<file path="src/rtl/usb_rt_pkg.sv">
package usb_rt_pkg;
  typedef enum logic [1:0] {
    OWN_NONE = 2'b00,
    OWN_CMP1 = 2'b01,
    OWN_CMP2 = 2'b10,
    OWN_HS   = 2'b11
  } owner_e;

  localparam int unsigned N_CTRL    = 3;
  localparam int unsigned MIN_PORTS = 2;
endpackage

</file>
<file path="src/rtl/rt_port_slice.sv">
module rt_port_slice
  import usb_rt_pkg::*;
#(
  parameter owner_e COMPANION = OWN_CMP1
) (
  input  logic       clk,
  input  logic       rst,
  input  logic       en,
  input  logic       hs_own,
  input  logic       oc_n,
  input  logic       cmp1_req,
  input  logic       cmp2_req,
  input  logic       hs_req,
  output logic [1:0] sel,
  output logic       pwr,
  output logic       oc1,
  output logic       oc2,
  output logic       och
);
  owner_e nxt_own, sel_q;
  logic   nxt_pwr, oc_hit;
  logic   pwr_q, oc1_q, oc2_q, och_q;

  always_comb begin
    if (!en)         nxt_own = OWN_NONE;
    else if (hs_own) nxt_own = OWN_HS;
    else             nxt_own = COMPANION;
    case (nxt_own)
      OWN_CMP1: nxt_pwr = cmp1_req;
      OWN_CMP2: nxt_pwr = cmp2_req;
      OWN_HS:   nxt_pwr = hs_req;
      default:  nxt_pwr = 1'b0;
    endcase
    oc_hit = en & ~oc_n;
  end

  always_ff @(posedge clk) begin
    if (rst) begin
      sel_q <= OWN_NONE;
      pwr_q <= 1'b0;
      oc1_q <= 1'b0;
      oc2_q <= 1'b0;
      och_q <= 1'b0;
    end else begin
      sel_q <= nxt_own;
      pwr_q <= nxt_pwr;
      oc1_q <= oc_hit && (nxt_own == OWN_CMP1);
      oc2_q <= oc_hit && (nxt_own == OWN_CMP2);
      och_q <= oc_hit && (nxt_own == OWN_HS);
    end
  end

  assign sel = sel_q;
  assign pwr = pwr_q;
  assign oc1 = oc1_q;
  assign oc2 = oc2_q;
  assign och = och_q;

  p_off_port_dark_r2: assert property (@(posedge clk) disable iff (rst)
    !en |=> (sel_q == OWN_NONE && !pwr_q && !oc1_q && !oc2_q && !och_q));

  p_hs_route_r4: assert property (@(posedge clk) disable iff (rst)
    (en && hs_own) |=> (sel_q == OWN_HS));

  p_pwr_follows_hs_r5: assert property (@(posedge clk) disable iff (rst)
    (en && hs_own) |=> (pwr_q == $past(hs_req)));

  p_oc_single_owner_r6: assert property (@(posedge clk) disable iff (rst)
    $onehot0({oc1_q, oc2_q, och_q}));
endmodule

</file>
<file path="src/rtl/rt_irq_combine.sv">
module rt_irq_combine
  import usb_rt_pkg::*;
(
  input  logic              clk,
  input  logic              rst,
  input  logic [N_CTRL-1:0] irq_req,
  input  logic [N_CTRL-1:0] smi_req,
  input  logic [N_CTRL-1:0] wake_req,
  input  logic              merge,
  output logic              int_a_n,
  output logic              int_b_n,
  output logic              int_c_n,
  output logic              smi_n,
  output logic              pme_n
);
  logic a_q, b_q, c_q, s_q, w_q;

  always_ff @(posedge clk) begin
    if (rst) begin
      a_q <= 1'b1;
      b_q <= 1'b1;
      c_q <= 1'b1;
      s_q <= 1'b1;
      w_q <= 1'b1;
    end else begin
      a_q <= merge ? ~(|irq_req) : ~irq_req[0];
      b_q <= merge ? 1'b1 : ~irq_req[1];
      c_q <= merge ? 1'b1 : ~irq_req[2];
      s_q <= ~(|smi_req);
      w_q <= ~(|wake_req);
    end
  end

  assign int_a_n = a_q;
  assign int_b_n = b_q;
  assign int_c_n = c_q;
  assign smi_n   = s_q;
  assign pme_n   = w_q;

  p_merge_quiet_r8: assert property (@(posedge clk) disable iff (rst)
    merge |=> (int_b_n && int_c_n));

  p_split_hs_line_r7: assert property (@(posedge clk) disable iff (rst)
    (!merge && irq_req[2]) |=> !int_c_n);

  p_smi_any_r9: assert property (@(posedge clk) disable iff (rst)
    (|smi_req) |=> !smi_n);

  p_pme_any_r10: assert property (@(posedge clk) disable iff (rst)
    (wake_req == '0) |=> pme_n);
endmodule

</file>
<file path="src/rtl/usb_port_router.sv">
module usb_port_router
  import usb_rt_pkg::*;
#(
  parameter int unsigned NUM_PORTS = 5,
  parameter int unsigned CNT_W     = $clog2(NUM_PORTS + 1)
) (
  input  logic                   clk,
  input  logic                   rst,
  input  logic [CNT_W-1:0]       port_count,
  input  logic [NUM_PORTS-1:0]   hs_owner,
  input  logic [NUM_PORTS-1:0]   oc_n,
  input  logic [NUM_PORTS-1:0]   cmp1_pwr_req,
  input  logic [NUM_PORTS-1:0]   cmp2_pwr_req,
  input  logic [NUM_PORTS-1:0]   hs_pwr_req,
  input  logic [2:0]             irq_req,
  input  logic [2:0]             smi_req,
  input  logic [2:0]             wake_req,
  input  logic                   irq_merge,
  output logic [2*NUM_PORTS-1:0] port_sel,
  output logic [NUM_PORTS-1:0]   port_pwr,
  output logic [NUM_PORTS-1:0]   oc_cmp1,
  output logic [NUM_PORTS-1:0]   oc_cmp2,
  output logic [NUM_PORTS-1:0]   oc_hs,
  output logic                   int_a_n,
  output logic                   int_b_n,
  output logic                   int_c_n,
  output logic                   smi_n,
  output logic                   pme_n
);
  localparam logic [CNT_W-1:0] CNT_LO = CNT_W'(MIN_PORTS);
  localparam logic [CNT_W-1:0] CNT_HI = CNT_W'(NUM_PORTS);

  logic [CNT_W-1:0]     eff_cnt;
  logic [NUM_PORTS-1:0] port_en;

  always_comb begin
    if (port_count < CNT_LO)      eff_cnt = CNT_LO;
    else if (port_count > CNT_HI) eff_cnt = CNT_HI;
    else                          eff_cnt = port_count;
  end

  for (genvar p = 0; p < NUM_PORTS; p++) begin : g_port
    localparam owner_e COMP = (p % 2 == 0) ? OWN_CMP1 : OWN_CMP2;
    assign port_en[p] = (CNT_W'(p + 1) <= eff_cnt);

    rt_port_slice #(.COMPANION(COMP)) slice_i (
      .clk      (clk),
      .rst      (rst),
      .en       (port_en[p]),
      .hs_own   (hs_owner[p]),
      .oc_n     (oc_n[p]),
      .cmp1_req (cmp1_pwr_req[p]),
      .cmp2_req (cmp2_pwr_req[p]),
      .hs_req   (hs_pwr_req[p]),
      .sel      (port_sel[2*p +: 2]),
      .pwr      (port_pwr[p]),
      .oc1      (oc_cmp1[p]),
      .oc2      (oc_cmp2[p]),
      .och      (oc_hs[p])
    );

    p_companion_route_r3: assert property (@(posedge clk) disable iff (rst)
      (port_en[p] && !hs_owner[p]) |=> (port_sel[2*p +: 2] == COMP));
  end

  rt_irq_combine irq_i (
    .clk      (clk),
    .rst      (rst),
    .irq_req  (irq_req),
    .smi_req  (smi_req),
    .wake_req (wake_req),
    .merge    (irq_merge),
    .int_a_n  (int_a_n),
    .int_b_n  (int_b_n),
    .int_c_n  (int_c_n),
    .smi_n    (smi_n),
    .pme_n    (pme_n)
  );

  p_min_ports_live_r2: assert property (@(posedge clk) disable iff (rst)
    1'b1 |=> (port_sel[1:0] != 2'b00 && port_sel[3:2] != 2'b00));
endmodule

</file>
<file path="config.mk">
export PLATFORM = sky130hd
export DESIGN_NAME = usb_port_router
export DESIGN_NICKNAME = d
export VERILOG_FILES = /design/src/rtl/usb_rt_pkg.sv /design/src/rtl/rt_port_slice.sv /design/src/rtl/rt_irq_combine.sv /design/src/rtl/usb_port_router.sv
export SDC_FILE = /design/constraint.sdc
export NUM_CORES = 1
export LEC_CHECK = 0
export ABC_AREA = 1
export BUFFER_PORTS_ARGS = -buffer_cell sky130_fd_sc_hd__buf_2
export CAP_MARGIN = 30
export CORE_MARGIN = 5
export CORE_UTILIZATION = 35
export DETAILED_ROUTE_END_ITERATION = 10
export HOLD_SLACK_MARGIN = 0.02
export PLACE_DENSITY = 0.73
export RECOVER_POWER = 100
export SYNTH_ARGS = -nofsm -noshare
export SYNTH_HDL_FRONTEND = slang
export SYNTH_HIERARCHICAL = 1
export SYNTH_SLANG_ARGS = --single-unit
</file>
<file path="constraint.sdc">
create_clock -name clk -period 0.8 [get_ports clk]
set_clock_uncertainty 0.15 [all_clocks]
set_input_delay 0.16 -clock clk [delete_from_list [all_inputs] [get_ports clk]]
set_output_delay 0.16 -clock clk [all_outputs]
set_load 0.02 [all_outputs]
</file>
Yosys cells after proc, flatten, opt, wreduce, memory -nomap -nowiden
Cells that the tools add are included.
- flip-flop bits (word level): 35
- input port bits: 40
- output and inout bits: 35
- muxes and demuxes: 18
- magnitude comparators: 7
- bitwise logic cells: 16
- equal/unequal tests: 15
- reductions and logical operators: 19
- operators with widths (kind ; number):
    == test 2 bit, second input constant ; 10
    2-to-1 mux 2 bit ; 8
    logical AND 1 bit ; 15
    case mux 1 bit (3 select lines) ; 5
    inverter 1 bit ; 11
    == test 2 x 1 -> 1 bit, second input constant ; 5
    OR reduction 3 bit ; 3
    <= comparator 2 x 3 -> 1 bit, first input constant ; 2
    <= comparator 3 bit, first input constant ; 2
    2-to-1 mux 3 bit ; 2
    bitwise AND 1 bit ; 5
    greater-than comparator 3 bit, second input constant ; 1
    <= comparator 1 x 3 -> 1 bit, first input constant ; 1
    less-than comparator 3 x 2 -> 1 bit, second input constant ; 1
    2-to-1 mux 1 bit ; 3
    OR reduction 2 bit ; 1

Depth between registers and ports, before layout
- depth after elaboration: 7
- mapped depth: 5

Modules after synthesis
The synthesis kept the hierarchy.
- by module, submodules not included (module ; sequential area each (um2) ; area an instance (um2) ; cells an instance ; instances):
    rt_port_slice ; 120.1 ; 177.7 ; 19 ; 5
    rt_irq_combine ; 100.1 ; 158.9 ; 17 ; 1
    usb_port_router ; 0.0 ; 22.5 ; 4 ; 1

Worst setup path before layout
No wires, ideal clock.
- kind: input to register
- start: input port port_count[0]
- end: register g_port[4].slice_i.pwr_q
- path buffers: 0
- cell stages on the path: 5
- setup slack: -0.020 ns
- setup time: 0.114 ns
- data arrival time: 0.556 ns
- path through: o21a_1 -> nand2_1 -> nor2_2 -> nand2_1 -> nand2_1
- cells in the longest elaborated chain, start to end: 7
- elaborated cells on any way between the ends: 10
- those cells by class: order compare (3); eq/ne (3); mux (4)
- RTL lines (element ; line ; RTL):
    start, declared ; usb_port_router.sv:9 ; input logic [CNT_W-1:0] port_count,
    greater-than comparator 3 bit ; usb_port_router.sv:38 ; else if (port_count > CNT_HI) eff_cnt = CNT_HI;
    2-to-1 mux 3 bit ; usb_port_router.sv:38 ;
    2-to-1 mux 3 bit (*) ; usb_port_router.sv:37 ; if (port_count < CNT_LO) eff_cnt = CNT_LO;
    <= comparator 3 bit (*) ; usb_port_router.sv:44 ; assign port_en[p] = (CNT_W'(p + 1) <= eff_cnt);
    2-to-1 mux 2 bit (*) ; rt_port_slice.sv:25 ; if (!en) nxt_own = OWN_NONE;
    == test 2 bit or == test 2 x 1 -> 1 bit (tied branches) ; rt_port_slice.sv:28 ; case (nxt_own)
    case mux 1 bit (3 select lines) (*) ; rt_port_slice.sv:28 ;
    end signal, assigned ; rt_port_slice.sv:46 ; pwr_q <= nxt_pwr;
    end, declared ; rt_port_slice.sv:22 ; logic pwr_q, oc1_q, oc2_q, och_q;
Every way passes the cells marked *; elsewhere a longest branch is shown, timed or not.
A chain may end at the register's enable or synchronous reset.

Worst setup path in the final report
- start: register irq_i.a_q, in the netlist irq_i/int_a_n
- end: output port int_a_n
- RTL lines (element ; line ; RTL):
    start, declared ; rt_irq_combine.sv:16 ; logic a_q, b_q, c_q, s_q, w_q;
    start signal, assigned ; rt_irq_combine.sv:26 ; a_q <= merge ? ~(|irq_req) : ~irq_req[0];
    end, declared ; usb_port_router.sv:24 ; output logic int_a_n,
No word-level cell between the ends.

==> results.txt <==
The flow ran to the end, but the final reports show violations. The final reports fail on hold timing, setup timing. The sequential area share after synthesis is 0.655. For the share of power burned in combinational logic, the log shows 0.138. The root buffer cell chosen for the clock tree is sky130_fd_sc_hd__clkbuf_4.

Final-stage net count: 242. After detailed placement, the design holds a cell count of 224. The number of setup violations in the final report was 47; the number of DRC violations after detailed routing was 0. Required time of the worst setup path: 0.49 ns.

The first routing iteration left 22 violations. The finished cells cover 1860 um2. Cell taking the most area after synthesis: sky130_fd_sc_hd__dfxtp_1. The tools report the global-route total usage across every layer as 0.148.

Via count of the first global-routing pass: 1,083. The run gives 990 as the routed via count. Across the VDD grid, the largest voltage drop is 0.769 mV.

The non-filler instance count after layout was 236; the number of buffer and inverter instances along the worst setup path was 1. The area share of the leading cell type in the synthesized netlist came out at 0.655. The critical path is of the reg -> out type. The floorplan step defined a core boundary enclosing 3000 um2.

The effective utilization at floorplan was 0.356. Setup repair after global routing could not meet its margin everywhere. Routability-driven placement finished with a final weighted congestion of 0.761.

The highest net fanout along the worst path came out at 1. For the overall routed net length, the log shows 2850 um. The floorplan has 20 rows.

After detailed routing, the met2 layer carries 1590 um of wire. The tools report the max-slew violation count as 0. The signal on the critical path passes through buf_6. The placed instances occupy a cell area of 1500 um2. The remaining global-route overflow was 0. Final design utilization: 0.620. Total power for the finished layout comes to 3.68 mW. The run gives 14 as the unique cell type count in the Yosys netlist.

The min-delay analysis places its worst path in the category in -> reg. The run gives -0.175 ns as the worst hold slack after final layout. The clock tree synthesis step divided the H-tree into 2 levels. The tools report the count of maximum capacitance violations as 0.

The critical path launch point was irq_i/int_a_n. The part of the total power dissipated in sequential elements came out at 0.509. The first global-routing pass estimated 4720 um of wire. The number of buffers added for setup after CTS was 0; the horizontal extent of the die was 65.3 um. The post-synthesis cell count is 116. The synthesized-area fraction occupied by ao, oa, aoi and oai cells came out at 0.0327. By area the synthesized netlist is led by sky130_fd_sc_hd__dfxtp_1 65%, sky130_fd_sc_hd__nand2_1 8.4%, sky130_fd_sc_hd__inv_1 6.0%, sky130_fd_sc_hd__nor2_2 5.8%, sky130_fd_sc_hd__nand4_1 2.9%. Derived from the worst setup path, the maximum achievable clock frequency is 0.903 GHz. The total inserted antenna cells is 0. Pin placement for this block handled 75 I/O pins.

The average instance in the mapped netlist occupies 9.22 um2. After detailed routing, the met3 layer carries 217 um of wire. The pre-antenna-repair detailed-routing pass consisted of 4 iterations.

After clock tree synthesis, the clock-pin slew on the worst setup and hold paths is 0.11 ns. TritonCTS built the clock tree. Power spread over the standard cell area amounts to 1980 nW/um2. The post-route fraction of the period consumed by the critical path was 1.38. The uppermost metal layer occupied by signal nets is met4. By area, the combinational part of the netlist is dominated by simple AND/OR/NAND/NOR gates.

The critical path depth in cells was 1; the time the worst path needs with I/O delays and setup was 1.11 ns. Simple logic cell fraction of the synthesized area: 0.228. The worst setup slack after layout came out at -0.307 ns. Launching element type of the critical path: a flop.

Switching share of power: 0.230. After detailed routing, the number of vias per cell comes to 4.19. For this design the total switching power over the nets is 0.846 mW.

The detail route stage leaves a number of antenna-violating nets equal to 0. The internal power of the cells totals 2.83 mW. The post-synthesis xor/xnor area fraction is 0, and the largest net degree at the start of global routing is 25. The tools report the CTS buffer count as 5.

Compared with the post-synthesis result, the final layout area differs by 73.9%. Among all stages on the critical path, the largest delay is contributed by sky130_fd_sc_hd__dfxtp_2. Delay of the slowest cell on the worst path: 0.34 ns. During synthesis, Yosys emitted a total of 6 warnings.

For the clock network fraction of design power, the log shows 0.353. The final count of hold timing violations was 25; the die height was 65.3 um. Half-perimeter wire length after detailed placement: 1880 um. The count of input and output buffers was 69; the maximum number of buffers from clock root to sink was 2. The share of synthesized cell area in full adder, half adder and majority cells is 0.

The leakage component of the power came out at 0.992 nW. The number of sinks handled by clock tree synthesis was 35; the register bit count reported by yosys was 35. The mapped netlist covers 1070 um2. Cell type group with the largest total delay on the critical path: flip-flops. In the final routing, the length of wire on met1 measures 931 um. The final routed wire length divided by cell count was 12.1 um. The multiplexer area fraction after synthesis works out to 0. The tools report the number of antenna violations at the first check in global routing as 0. The tools report the die area as 4260 um2.

The element type at the critical path end is an output pin. The tools report the end point of the critical path as int_a_n. The proportion of layout cells with a drive suffix above 1 is 0.562.

For the data arrival at the endpoint of the critical path, the log shows 0.80 ns.
cell usage after synthesis:
cell	n
sky130_fd_sc_hd__o21a_1	1
sky130_fd_sc_hd__or2_0	2
sky130_fd_sc_hd__o21ai_0	1
sky130_fd_sc_hd__nor2_2	10
sky130_fd_sc_hd__o21bai_1	2
sky130_fd_sc_hd__dfxtp_1	35
sky130_fd_sc_hd__nand4_1	5
sky130_fd_sc_hd__conb_1	6
sky130_fd_sc_hd__clkbuf_1	1
sky130_fd_sc_hd__inv_1	17
sky130_fd_sc_hd__nor2_1	6
sky130_fd_sc_hd__nor3_1	5
sky130_fd_sc_hd__a21o_1	1
sky130_fd_sc_hd__nand2_1	24
placed cells by master, fill, tap and decap left out, types with 2 or more instances in the layout:
| cell type | synthesis | layout |
|---|---|---|
| sky130_fd_sc_hd__conb_1 | 6 | 11 |
| sky130_fd_sc_hd__nor2_1 | 6 | 15 |
| sky130_fd_sc_hd__buf_6 | 0 | 35 |
| sky130_fd_sc_hd__dlygate4sd3_1 | 0 | 3 |
| sky130_fd_sc_hd__nand4_1 | 5 | 5 |
| sky130_fd_sc_hd__inv_1 | 17 | 17 |
| sky130_fd_sc_hd__nand2_1 | 24 | 24 |
| sky130_fd_sc_hd__nor3_1 | 5 | 5 |
| sky130_fd_sc_hd__dfxtp_2 | 0 | 35 |
| sky130_fd_sc_hd__dlymetal6s4s_1 | 0 | 2 |
| sky130_fd_sc_hd__buf_2 | 0 | 33 |
| sky130_fd_sc_hd__o21bai_1 | 2 | 2 |
| sky130_fd_sc_hd__or2_0 | 2 | 2 |
| sky130_fd_sc_hd__clkbuf_4 | 0 | 5 |
worst min-delay path by stage:
stage | slack, ns | depth (start not counted) | startpoint | to
after global placement | 0.19 | 2 | oc_n[2] | g_port[2].slice_i/oc1
after detailed placement | 0.19 | 2 | oc_n[2] | g_port[2].slice_i/oc1
after global routing | -0.19 | 2 | oc_n[4] | g_port[4].slice_i/oc1
after CTS | -0.18 | 2 | oc_n[1] | g_port[1].slice_i/oc2
final | -0.18 | 2 | oc_n[3] | g_port[3].slice_i/och
after floorplan | 0.08 | 1 | irq_req[1] | irq_i/int_b_n
metrics by stage:
step           worst slack [ns]  TNS (ns)
2_1_floorplan           -0.0132   -0.0160
3_3_place_gp             -0.168     -1.86
3_5_place_dp             -0.183     -2.08
4_1_cts                  -0.321    -11.10
5_1_grt                  -0.350    -13.27
6_report                 -0.307    -10.74
registers in the layout, indices dropped and copies added, names as in the netlist:
register,count
g_port.slice_i/oc1,5
g_port.slice_i/oc2,5
g_port.slice_i/och,5
g_port.slice_i/pwr,5
g_port.slice_i/sel,10
irq_i/int_a_n,1
irq_i/int_b_n,1
irq_i/int_c_n,1
irq_i/pme_n,1
irq_i/smi_n,1
layer usage:
| metal | track usage | vias up |
|---|---|---|
| met5 | 0 | - |
| met4 | 0.0933 | 0 |
| met3 | 0.0479 | 10 |
| met2 | 0.282 | 45 |
| met1 | 0.133 | 423 |
| li1 | - | 512 |
layout make-up:
| class | count | area (um2) |
|---|---|---|
| clock buffers | 6 | 51.3 |
| clock inverters | 2 | 35.0 |
| fillers | 269 | 1140 |
| inverters | 17 | 63.8 |
| multi-input cells | 68 | 298 |
| flip-flops and latches | 35 | 744 |
| well taps | 33 | 41.3 |
| repair buffers | 75 | 627 |
power groups by stage:
| stage | clock network [mW] | logic, mW | registers [mW] |
|---|---|---|---|
| 6_report | 1.30 | 0.509 | 1.87 |
| 5_1_grt | 1.44 | 0.556 | 1.88 |
| 4_1_cts | 1.34 | 0.537 | 1.87 |
| 3_5_place_dp | 0 | 0.417 | 1.88 |
| 3_3_place_gp | 0 | 0.413 | 1.88 |
| 2_1_floorplan | 0 | 0.0975 | 1.98 |
timing repair:
| action | 4_1_cts | 5_1_grt |
|---|---|---|
| pin swaps | 0 | 5 |
| hold buffers | 8 | 2 |
| setup endpoints to repair | 35 | 43 |
| gates resized for setup | 105 | 4 |
| hold endpoints to repair | 25 | 25 |
| cloned | 0 | 0 |
cells by family (layout without fill, tap and decap cells):
logic type | Yosys count | count (layout)
buf+inv | 18 | 100
flops | 35 | 35
simple gates | 52 | 52
other cells | 6 | 11
compound gates | 5 | 5
No activity file was read; power rests on OpenSTA's default activity.
